===== config.mk =====
export PLATFORM = sky130hd
export DESIGN_NAME = addr_xlate_unit
export DESIGN_NICKNAME = d
export VERILOG_FILES = /design/src/rtl/xlate_pkg.sv /design/src/rtl/xlate_tlb.sv /design/src/rtl/xlate_walk.sv /design/src/rtl/addr_xlate_unit.sv
export SDC_FILE = /design/constraint.sdc
export NUM_CORES = 1
export LEC_CHECK = 0
export BUFFER_PORTS_ARGS = -buffer_cell sky130_fd_sc_hd__buf_2
export CAP_MARGIN = 20
export CORE_ASPECT_RATIO = 2
export CORE_MARGIN = 1.5
export CORE_UTILIZATION = 27
export CTS_BUF_LIST = sky130_fd_sc_hd__clkbuf_2 sky130_fd_sc_hd__clkbuf_4 sky130_fd_sc_hd__clkbuf_8
export CTS_CLUSTER_DIAMETER = 100
export DETAILED_ROUTE_END_ITERATION = 7
export GPL_TIMING_DRIVEN = 1
export PLACE_DENSITY = 0.42
export SLEW_MARGIN = 10
export SYNTH_ARGS = -nofsm -noshare
export SYNTH_HDL_FRONTEND = slang
export SYNTH_SLANG_ARGS = --single-unit

===== constraint.sdc =====
create_clock -name clk -period 7.3 [get_ports clk]
set_input_delay 1.46 -clock clk [delete_from_list [all_inputs] [get_ports clk]]
set_output_delay 1.46 -clock clk [all_outputs]
set_load 0.1 [all_outputs]

===== src/rtl/xlate_pkg.sv =====
package xlate_pkg;

    localparam int ADDR_W = 32;
    localparam int PAGE_W = 12;
    localparam int VPN_W  = ADDR_W - PAGE_W;
    localparam int PTE_SH = 2;   // entries are 4 bytes wide

    localparam int BIT_V = 0;
    localparam int BIT_P = 1;
    localparam int BIT_W = 2;
    localparam int BIT_A = 3;
    localparam int BIT_D = 4;

    typedef enum logic [1:0] {
        XL_OK      = 2'b00,
        XL_PFAULT  = 2'b01,
        XL_ILLEGAL = 2'b10
    } xl_kind_e;

    typedef enum logic [1:0] {
        S_IDLE,
        S_READ,
        S_WRITE,
        S_RESP
    } walk_st_e;

    typedef struct packed {
        logic [VPN_W-1:0] pfn;
        logic             wr;
        logic             dirty;
    } tlb_data_t;

    function automatic xl_kind_e pte_classify(input logic [ADDR_W-1:0] pte, input logic store);
        if (!pte[BIT_V])               return XL_ILLEGAL;
        else if (!pte[BIT_P])          return XL_PFAULT;
        else if (store && !pte[BIT_W]) return XL_ILLEGAL;
        else                           return XL_OK;
    endfunction

    function automatic logic [ADDR_W-1:0] pte_touch(input logic [ADDR_W-1:0] pte, input logic store);
        logic [ADDR_W-1:0] r;
        r = pte;
        r[BIT_A] = 1'b1;
        if (store) r[BIT_D] = 1'b1;
        return r;
    endfunction

    function automatic logic [ADDR_W-1:0] pte_addr(input logic [ADDR_W-1:0] base, input logic [VPN_W-1:0] vpn);
        return base + ADDR_W'({vpn, {PTE_SH{1'b0}}});
    endfunction

endpackage


===== src/rtl/xlate_tlb.sv =====
module xlate_tlb
    import xlate_pkg::*;
#(
    parameter int N = 8
) (
    input  logic             clk,
    input  logic             rst,
    input  logic             flush,
    input  logic [VPN_W-1:0] lk_vpn,
    output logic             lk_hit,
    output tlb_data_t        lk_data,
    input  logic             fill_en,
    input  logic [VPN_W-1:0] fill_vpn,
    input  tlb_data_t        fill_data
);
    localparam int IDX_W = (N > 1) ? $clog2(N) : 1;

    logic [N-1:0]     vld;
    logic [VPN_W-1:0] tag [N];
    tlb_data_t        dat [N];
    logic [IDX_W-1:0] rr;

    logic [N-1:0]     lk_match;
    logic [N-1:0]     fill_match;
    logic [IDX_W-1:0] fill_slot;
    logic             fill_reuse;

    for (genvar i = 0; i < N; i++) begin : g_cmp
        assign lk_match[i]   = vld[i] && (tag[i] == lk_vpn);
        assign fill_match[i] = vld[i] && (tag[i] == fill_vpn);
    end

    always_comb begin
        lk_hit  = |lk_match;
        lk_data = '0;
        for (int i = 0; i < N; i++) begin
            if (lk_match[i]) lk_data = dat[i];
        end
    end

    always_comb begin
        fill_reuse = |fill_match;
        fill_slot  = rr;
        for (int i = 0; i < N; i++) begin
            if (fill_match[i]) fill_slot = IDX_W'(i);
        end
    end

    always_ff @(posedge clk) begin
        if (rst) begin
            vld <= '0;
            rr  <= '0;
        end else if (flush) begin
            vld <= '0;
        end else if (fill_en) begin
            vld[fill_slot] <= 1'b1;
            if (!fill_reuse) begin
                rr <= (rr == IDX_W'(N - 1)) ? '0 : rr + 1'b1;
            end
        end
    end

    always_ff @(posedge clk) begin
        if (fill_en && !flush) begin
            tag[fill_slot] <= fill_vpn;
            dat[fill_slot] <= fill_data;
        end
    end

    // a page never occupies two slots
    assert_single_slot_R11: assert property (@(posedge clk) disable iff (rst)
        $onehot0(lk_match));

    // every mapping is gone one cycle after a flush
    assert_flush_empties_R9: assert property (@(posedge clk) disable iff (rst)
        flush |=> (vld == '0));

    // refreshing a held page leaves the replacement pointer alone
    assert_reuse_keeps_ptr_R11: assert property (@(posedge clk) disable iff (rst)
        (fill_en && fill_reuse && !flush) |=> $stable(rr));

endmodule


===== src/rtl/xlate_walk.sv =====
module xlate_walk
    import xlate_pkg::*;
(
    input  logic              clk,
    input  logic              rst,
    input  logic              flush,
    input  logic [ADDR_W-1:0] pt_base,
    input  logic              req_valid,
    output logic              req_ready,
    input  logic [ADDR_W-1:0] req_vaddr,
    input  logic              req_store,
    output logic [VPN_W-1:0]  lk_vpn,
    input  logic              tlb_hit,
    input  tlb_data_t         tlb_data,
    output logic              fill_en,
    output logic [VPN_W-1:0]  fill_vpn,
    output tlb_data_t         fill_data,
    output logic              mem_req,
    output logic              mem_we,
    output logic [ADDR_W-1:0] mem_addr,
    output logic [ADDR_W-1:0] mem_wdata,
    input  logic              mem_ack,
    input  logic [ADDR_W-1:0] mem_rdata,
    output logic              resp_valid,
    output xl_kind_e          resp_kind,
    output logic [ADDR_W-1:0] resp_paddr
);
    walk_st_e          st;
    logic [VPN_W-1:0]  vpn_q;
    logic [PAGE_W-1:0] off_q;
    logic              store_q;
    logic [ADDR_W-1:0] base_q;
    logic [ADDR_W-1:0] pte_q;
    logic              nofill_q;
    xl_kind_e          kind_q;
    logic [ADDR_W-1:0] pa_q;

    logic              hit_use, hit_ill, hit_fast;
    xl_kind_e          rd_kind;
    logic [ADDR_W-1:0] rd_new;
    logic              rd_clean;
    logic [ADDR_W-1:0] fill_src;

    assign lk_vpn   = req_vaddr[ADDR_W-1:PAGE_W];
    assign hit_use  = tlb_hit && !flush;
    assign hit_ill  = hit_use && req_store && !tlb_data.wr;
    assign hit_fast = hit_use && (!req_store || (tlb_data.wr && tlb_data.dirty));

    assign rd_kind  = pte_classify(mem_rdata, store_q);
    assign rd_new   = pte_touch(mem_rdata, store_q);
    assign rd_clean = (rd_new == mem_rdata);

    assign req_ready  = (st == S_IDLE);
    assign resp_valid = (st == S_RESP);
    assign resp_kind  = kind_q;
    assign resp_paddr = pa_q;

    assign mem_req   = (st == S_READ) || (st == S_WRITE);
    assign mem_we    = (st == S_WRITE);
    assign mem_addr  = pte_addr(base_q, vpn_q);
    assign mem_wdata = pte_q;

    always_comb begin
        fill_src = (st == S_WRITE) ? pte_q : rd_new;
        fill_en  = !flush && !nofill_q && mem_ack &&
                   ((st == S_WRITE) || ((st == S_READ) && (rd_kind == XL_OK) && rd_clean));
        fill_vpn = vpn_q;
        fill_data.pfn   = fill_src[ADDR_W-1:PAGE_W];
        fill_data.wr    = fill_src[BIT_W];
        fill_data.dirty = fill_src[BIT_D];
    end

    always_ff @(posedge clk) begin
        if (rst) begin
            st       <= S_IDLE;
            nofill_q <= 1'b0;
            kind_q   <= XL_OK;
            pa_q     <= '0;
            vpn_q    <= '0;
            off_q    <= '0;
            store_q  <= 1'b0;
            base_q   <= '0;
            pte_q    <= '0;
        end else begin
            case (st)
                S_IDLE: begin
                    if (req_valid) begin
                        vpn_q    <= lk_vpn;
                        off_q    <= req_vaddr[PAGE_W-1:0];
                        store_q  <= req_store;
                        base_q   <= pt_base;
                        nofill_q <= 1'b0;
                        if (hit_ill) begin
                            kind_q <= XL_ILLEGAL;
                            pa_q   <= '0;
                            st     <= S_RESP;
                        end else if (hit_fast) begin
                            kind_q <= XL_OK;
                            pa_q   <= {tlb_data.pfn, req_vaddr[PAGE_W-1:0]};
                            st     <= S_RESP;
                        end else begin
                            st <= S_READ;
                        end
                    end
                end
                S_READ: begin
                    if (flush) nofill_q <= 1'b1;
                    if (mem_ack) begin
                        pte_q <= rd_new;
                        if (rd_kind != XL_OK) begin
                            kind_q <= rd_kind;
                            pa_q   <= '0;
                            st     <= S_RESP;
                        end else if (!rd_clean) begin
                            st <= S_WRITE;
                        end else begin
                            kind_q <= XL_OK;
                            pa_q   <= {mem_rdata[ADDR_W-1:PAGE_W], off_q};
                            st     <= S_RESP;
                        end
                    end
                end
                S_WRITE: begin
                    if (flush) nofill_q <= 1'b1;
                    if (mem_ack) begin
                        kind_q <= XL_OK;
                        pa_q   <= {pte_q[ADDR_W-1:PAGE_W], off_q};
                        st     <= S_RESP;
                    end
                end
                default: st <= S_IDLE;
            endcase
        end
    end

    // an unanswered transfer keeps its request, address and direction
    assert_hold_request_R12: assert property (@(posedge clk) disable iff (rst)
        (mem_req && !mem_ack) |=> (mem_req && $stable(mem_addr) && $stable(mem_we) && $stable(mem_wdata)));

    // every write-back carries a resident, valid, accessed entry
    assert_writeback_accessed_R5: assert property (@(posedge clk) disable iff (rst)
        (mem_req && mem_we) |-> (mem_wdata[BIT_A] && mem_wdata[BIT_V] && mem_wdata[BIT_P]));

    // write-back for a store carries the dirty bit
    assert_writeback_dirty_R5: assert property (@(posedge clk) disable iff (rst)
        (mem_req && mem_we && store_q) |-> mem_wdata[BIT_D]);

    // an installed mapping always goes with a good result
    assert_fill_only_on_ok_R8: assert property (@(posedge clk) disable iff (rst)
        fill_en |=> (resp_valid && (resp_kind == XL_OK)));

    // result strobe is a single cycle and the unit is idle after it
    assert_resp_pulse_R12: assert property (@(posedge clk) disable iff (rst)
        resp_valid |=> (!resp_valid && req_ready));

endmodule


===== src/rtl/addr_xlate_unit.sv =====
module addr_xlate_unit
    import xlate_pkg::*;
#(
    parameter int TLB_N = 8
) (
    input  logic        clk,
    input  logic        rst,
    input  logic        flush,
    input  logic [31:0] pt_base,
    input  logic        req_valid,
    output logic        req_ready,
    input  logic [31:0] req_vaddr,
    input  logic        req_store,
    output logic        resp_valid,
    output logic [1:0]  resp_kind,
    output logic [31:0] resp_paddr,
    output logic        mem_req,
    output logic        mem_we,
    output logic [31:0] mem_addr,
    output logic [31:0] mem_wdata,
    input  logic        mem_ack,
    input  logic [31:0] mem_rdata
);
    logic [VPN_W-1:0] lk_vpn;
    logic             tlb_hit;
    tlb_data_t        tlb_data;
    logic             fill_en;
    logic [VPN_W-1:0] fill_vpn;
    tlb_data_t        fill_data;
    xl_kind_e         kind;

    xlate_tlb #(.N(TLB_N)) u_tlb (
        .clk       (clk),
        .rst       (rst),
        .flush     (flush),
        .lk_vpn    (lk_vpn),
        .lk_hit    (tlb_hit),
        .lk_data   (tlb_data),
        .fill_en   (fill_en),
        .fill_vpn  (fill_vpn),
        .fill_data (fill_data)
    );

    xlate_walk u_walk (
        .clk        (clk),
        .rst        (rst),
        .flush      (flush),
        .pt_base    (pt_base),
        .req_valid  (req_valid),
        .req_ready  (req_ready),
        .req_vaddr  (req_vaddr),
        .req_store  (req_store),
        .lk_vpn     (lk_vpn),
        .tlb_hit    (tlb_hit),
        .tlb_data   (tlb_data),
        .fill_en    (fill_en),
        .fill_vpn   (fill_vpn),
        .fill_data  (fill_data),
        .mem_req    (mem_req),
        .mem_we     (mem_we),
        .mem_addr   (mem_addr),
        .mem_wdata  (mem_wdata),
        .mem_ack    (mem_ack),
        .mem_rdata  (mem_rdata),
        .resp_valid (resp_valid),
        .resp_kind  (kind),
        .resp_paddr (resp_paddr)
    );

    assign resp_kind = kind;

endmodule


; ---- Word-level counts from Yosys, hierarchy flattened
; Memories as Yosys holds them, arrays and structs flattened.
; Cells that the tools add are included.
[op_classes]
n_addsub = 2
order_cmp = 2
n_eq_ne = 27
n_mux = 53
n_bitwise = 3
n_reduce_logical = 52
[op_table]
columns = cell, n
row1 = == test 20 bit, 16
row2 = 2-to-1 mux 32 bit, 8
row3 = 2-to-1 mux 22 bit, 8
row4 = one-hot mux 32 bit (3 select lines), 1
row5 = adder 32 x 22 -> 32 bit, 1
row6 = 2-to-1 mux 2 bit, 16
row7 = logical AND 1 bit, 29
row8 = 2-to-1 mux 3 bit, 9
row9 = OR reduction 8 bit, 2
row10 = one-hot mux 2 bit (3 select lines), 2
row11 = AND reduction 3 bit, 3
row12 = bitwise OR 8 bit, 1
row13 = 2-to-1 mux 1 bit, 7
row14 = AND reduction 6 bit, 1
row15 = logical NOT 1 bit, 5
row16 = == test 2 bit (second input constant), 2
row17 = logical NOT 2 bit, 2
row18 = less-than comparator 3 x 4 -> 1 bit (second input constant), 1
row19 = != test 2 x 1 -> 1 bit (second input constant), 2
row20 = != test 2 bit (second input constant), 2
row21 = AND reduction 2 bit, 2
row22 = nonzero test 2 bit, 2
row23 = OR reduction 2 bit, 2
row24 = adder 3 x 1 -> 3 bit (second input constant), 1
row25 = other kinds (11), 14
[word_totals]
regBits = 145
mem_bits_rw = 336
inputBits = 102
out_inout_bits = 102
wordCells = 152
memories = 2
[mem_list]
columns = memory, words, word_bits, read_ports, rd_clocked_by_memory_dff, write_ports, line
row1 = u_tlb.dat, 8, 22, 8, 0, 1, xlate_tlb.sv:20  ; tlb_data_t dat [N];
row2 = u_tlb.tag, 8, 20, 8, 0, 1, xlate_tlb.sv:19  ; logic [VPN_W-1:0] tag [N];

; ---- Logic depth before layout (Yosys ltp)
; An unclocked memory read counts as a cell.
[logic_depth]
ltp_word = 18
depth_mapped = 13
ltp_nobuf = 12

; ---- Cells and area by module
; A second synthesis with hierarchy kept.
[hier_totals]
hier_cells = 2044
hier_area_um2 = 23399.9
[by_module_without_submodules]
columns = mod, n_inst, cells_per_inst, area_per_inst_um2, seq_area_each_um2
row1 = xlate_tlb, 1, 1163, 16119.2, 10309.9
row2 = xlate_walk, 1, 881, 7280.7, 2682.6

; ---- Worst setup path after synthesis
; No wires, ideal clock.
[synth_timing]
kind = register to output
from = register u_walk.vpn_q[1] (netlist: u_walk.fill_vpn[1])
to = output port mem_addr[28]
arrival_ps = 6077
t_required_ps = 5840
setup_slack_ps = -237
path_stages_with_launch = 12
n_path_buf = 1
path_cell_list = dfxtp_1 > clkbuf_1 > inv_1 > fa_1 > nor2b_1 > o21a_1 > o21ai_0 > a21o_1 > a21o_1 > a21oi_1 > o41ai_1 > o311ai_0
[synth_between]
elab_chain_len = 1
[synth_rtl]
columns = element, line
row1 = from (decl), xlate_walk.sv:29  ; logic [VPN_W-1:0] vpn_q;
row2 = from (signal assigned), xlate_walk.sv:88  ; vpn_q <= lk_vpn;
row3 = adder 32 x 22 -> 32 bit, xlate_pkg.sv:49  ; return base + ADDR_W'({vpn, {PTE_SH{1'b0}}});
row4 = to (decl), addr_xlate_unit.sv:19  ; output logic [31:0] mem_addr,
; Every way passes these cells.

; ---- Worst setup path after layout
[layout_timing]
from = register u_walk.vpn_q[9] (netlist: u_walk.fill_vpn[9])
to = output port mem_addr[23]
; Same word-level chain as after synthesis.

==> flow_summary.ini <==
[synthesis]
netlist.area_leader.share_pct = 43.4
synth_top_cells_by_area = edfxtp_1, dfxtp_1, xnor2_1, nand2_1, xor2_1
synthCells = 2106
ys_warn_count = 0
synth_area_leader_cell = edfxtp_1
synthTopCellsByCount = edfxtp_1, nand2_1, xnor2_1
yosys_most_used_dff = edfxtp_1
avgSynthCellArea_um2 = 11.0
synth-edff-count = 336
yosys_register_bits = 481
synth_most_common_cell = edfxtp_1
syn_nets = 2235
yosysUniqueCellTypes = 70
async_flop_share_pct = 0
synth_seq_area_share_pct = 55.8
syn_area_um2 = 23300

[sta]
setup_viol = 0
skew_ns = 0.0473
hold_viol_final = 0
post-route-min-period_ns = 5.98
max_freq_ghz = 0.167
fin_crit_sh_pct = 82.0
whs_ns = 0.454
rsz0062_at_grt = no
relSlewSlack_pct = 29.8
worst_slack_ns = 1.32
slew_viol_final = 0
worst_slew_pin_slew_ns = 1.05

[power_and_ir_drop]
combPwrFrac_pct = 37.3
seq_power_share_pct = 36.0
peakVddDrop_uv = 275
netSwitchingFraction_pct = 42.4
pwr_density_cell_nw_per_um2 = 340
power.share.clock_pct = 26.6
p_int_mw = 5.33
power.switching_mw = 3.92
p_leak_nw = 9.55

[route]
avgViaCountPerCell = 5.08
vias = 17581
drc = 0
antenna_left = 0
drt-pass1-iter-count = 5
wl_um = 90000
drt_iter0_drc = 1088
wl_per_cell_um = 26.0

[hold_path]
min_path_cells = 2
hold_path_startpoint = u_walk.mem_wdata[11]
hold-path-endpoint = u_walk.mem_wdata[11]
hold_path.class = register to register

[cts]
clk_path_buf_depth = 3
ctsResizeCount = 0
clk_latency_ns = 0.74
cts_buffers = 79
hold_buffers = 0
postCtsSetupBuffers = 0
path_clk_slew_ns = 0.06
cts_tree = yes
cts_root_buf = clkbuf_8
cts_sinks = 481
cts_max_level = 3

[die]
initial_utilization_pct = 27.2
core_area_um2 = 85600
die_w_um = 211
die_h_um = 418
io-pin-count = 204
num_rows = 152
dieArea_um2 = 88100

[global_routing]
grt_pass1_vias = 18616
antenna_found_initial = 5
grt_start_max_net_pins = 69
grt-ovfl-total = 0
grt_pass1_wl_um = 129000
grtUsageTotal_pct = 20.5

[setup_path]
crit_arrival_ns = 4.52
cpPeakStageDelay_ns = 0.48
r2r_slack_ns = 2.61
crit_chain = buf_4, ha_1, a21oi_1, nor3b_1, o21ai_0, a211oi_1, o311ai_0, a21oi_1, nand2b_1, xnor2_1, buf_2
reg2reg_depth = 11
reg2reg_to = u_tlb.dat[7][10]
crit_path_start_kind = register
critical_path.max_fanout = 18
critPathKind = register to primary output
crit_required_ns = 5.84
end_kind = primary output
reg2reg_from = u_walk.fill_vpn[10]
cp_top_family = compound AO/OA/AOI/OAI gates
path_buf_inv = 2
cpMaxStageDelayCell = buf_2
crit_path_frequent_cell = a21oi_1

[place]
pre_cts_ws_ns = 1.78
io_buffers = 203
dp_hpwl_um = 62100
gp_congestion = 0.900

[layout]
area_delta_synth_final_pct = 17.0
final_net_count = 2445
drive_gt1_share_pct = 18.8

[job]
drv_cap = 0

[status]
status = complete, no violations
placed cells by master (no fill, tap or decap), types with 13 or more instances in the layout:
cell | netlist | layout
a211oi_1 | 28 | 27
a21boi_0 | 15 | 15
a21oi_1 | 156 | 156
a221oi_1 | 21 | 21
a22oi_1 | 13 | 13
buf_2 | 7 | 203
buf_4 | 3 | 54
clkbuf_4 | 0 | 32
clkbuf_8 | 0 | 85
clkinv_2 | 0 | 13
dfxtp_1 | 145 | 145
edfxtp_1 | 336 | 336
ha_1 | 26 | 25
inv_1 | 38 | 38
mux2i_1 | 37 | 37
nand2_1 | 269 | 268
nand2b_1 | 47 | 47
nand3_1 | 32 | 32
nand4_1 | 70 | 70
nor2_1 | 81 | 72
nor3_1 | 43 | 43
nor4_1 | 38 | 36
o21ai_0 | 55 | 55
o221a_2 | 19 | 19
or4_1 | 27 | 27
xnor2_1 | 232 | 232
xor2_1 | 109 | 109
cell type report:
cell class	instances	area, µm²
timing repair buffer	263	1510
multi-input combinational	1453	9650
clock buffer	117	1410
tap	1078	1350
fill	8814	58400
clock inverter	30	174
sequential	481	13000
inverter	38	143
antenna	2	5.00
sequential cells by signal, indices dropped and copies added, names as in the netlist:
name,cells
u_tlb.rr,3
u_walk.off_q,12
u_walk.resp_kind,2
u_walk.store_q,1
u_walk.fill_vpn,20
u_walk.nofill_q,1
u_tlb.dat,176
u_tlb.vld,8
u_walk.resp_paddr,32
u_tlb.tag,160
u_walk.st,2
u_walk.base_q,32
u_walk.mem_wdata,32
cells by family after synthesis:
kind of cell	after synthesis	synth area share (%)
AO/OA/AOI/OAI	373	10.6
XOR/XNOR	341	12.8
adder cells (fa/ha/maj)	27	1.48
buffers and inverters	172	3.12
flip-flops	481	55.8
multiplexers	38	1.64
AND/OR/NAND/NOR	674	14.5
per-stage QoR:
step           cells  util, %  power, mW  TNS, ns  area (µm²)
6_report        3462     31.8       9.26        0       27200
4_1_cts         3457     31.8       9.39        0       27200
5_1_grt         3462     31.8       9.69        0       27200
2_1_floorplan   2106        -       5.92   -0.707       23300
3_5_place_dp    3310     29.9       6.88        0       25600
3_3_place_gp    3309     29.9       6.87        0       25600
how the worst max path moves through the flow:
stage	startpoint	cells past startpoint	end	slack, ns
2_1_floorplan	u_walk.fill_vpn[1]	11	mem_addr[28]	-0.24
3_3_place_gp	req_vaddr[19]	10	u_walk.resp_paddr[28]	1.80
3_5_place_dp	req_vaddr[20]	10	u_walk.resp_paddr[30]	1.78
4_1_cts	u_walk.fill_vpn[3]	10	mem_addr[26]	1.05
5_1_grt	u_walk.fill_vpn[9]	11	mem_addr[23]	0.98
6_report	u_walk.fill_vpn[9]	11	mem_addr[23]	1.32
routing by layer:
metal | global-route usage [%] | share of wire, % | vias up
li1 | - | - | 8092
met1 | 20.8 | 36 | 8758
met2 | 39.3 | 55 | 534
met3 | 3.07 | 3.7 | 195
met4 | 11.3 | 5.4 | 2
met5 | 0 | 0.012 | -
power by group through the flow:
| stage | registers [mW] | clock network [mW] | logic (mW) |
|---|---|---|---|
| 6_report | 3.34 | 2.46 | 3.46 |
| 3_3_place_gp | 3.39 | 0 | 3.47 |
| 4_1_cts | 3.34 | 2.55 | 3.49 |
| 5_1_grt | 3.35 | 2.65 | 3.69 |
| 3_5_place_dp | 3.39 | 0 | 3.48 |
| 2_1_floorplan | 3.87 | 0 | 2.05 |
worst register-to-register path: cells and delay by family (launching register included):
kind | cells | cell delay [ns]
AO/OA/AOI/OAI | 2 | 0.40
XOR/XNOR | 1 | 0.17
buffers and inverters | 2 | 0.95
AND/OR/NAND/NOR | 6 | 2.11
flip-flops | 1 | 0.65
Power figures use the tool's default switching activity.
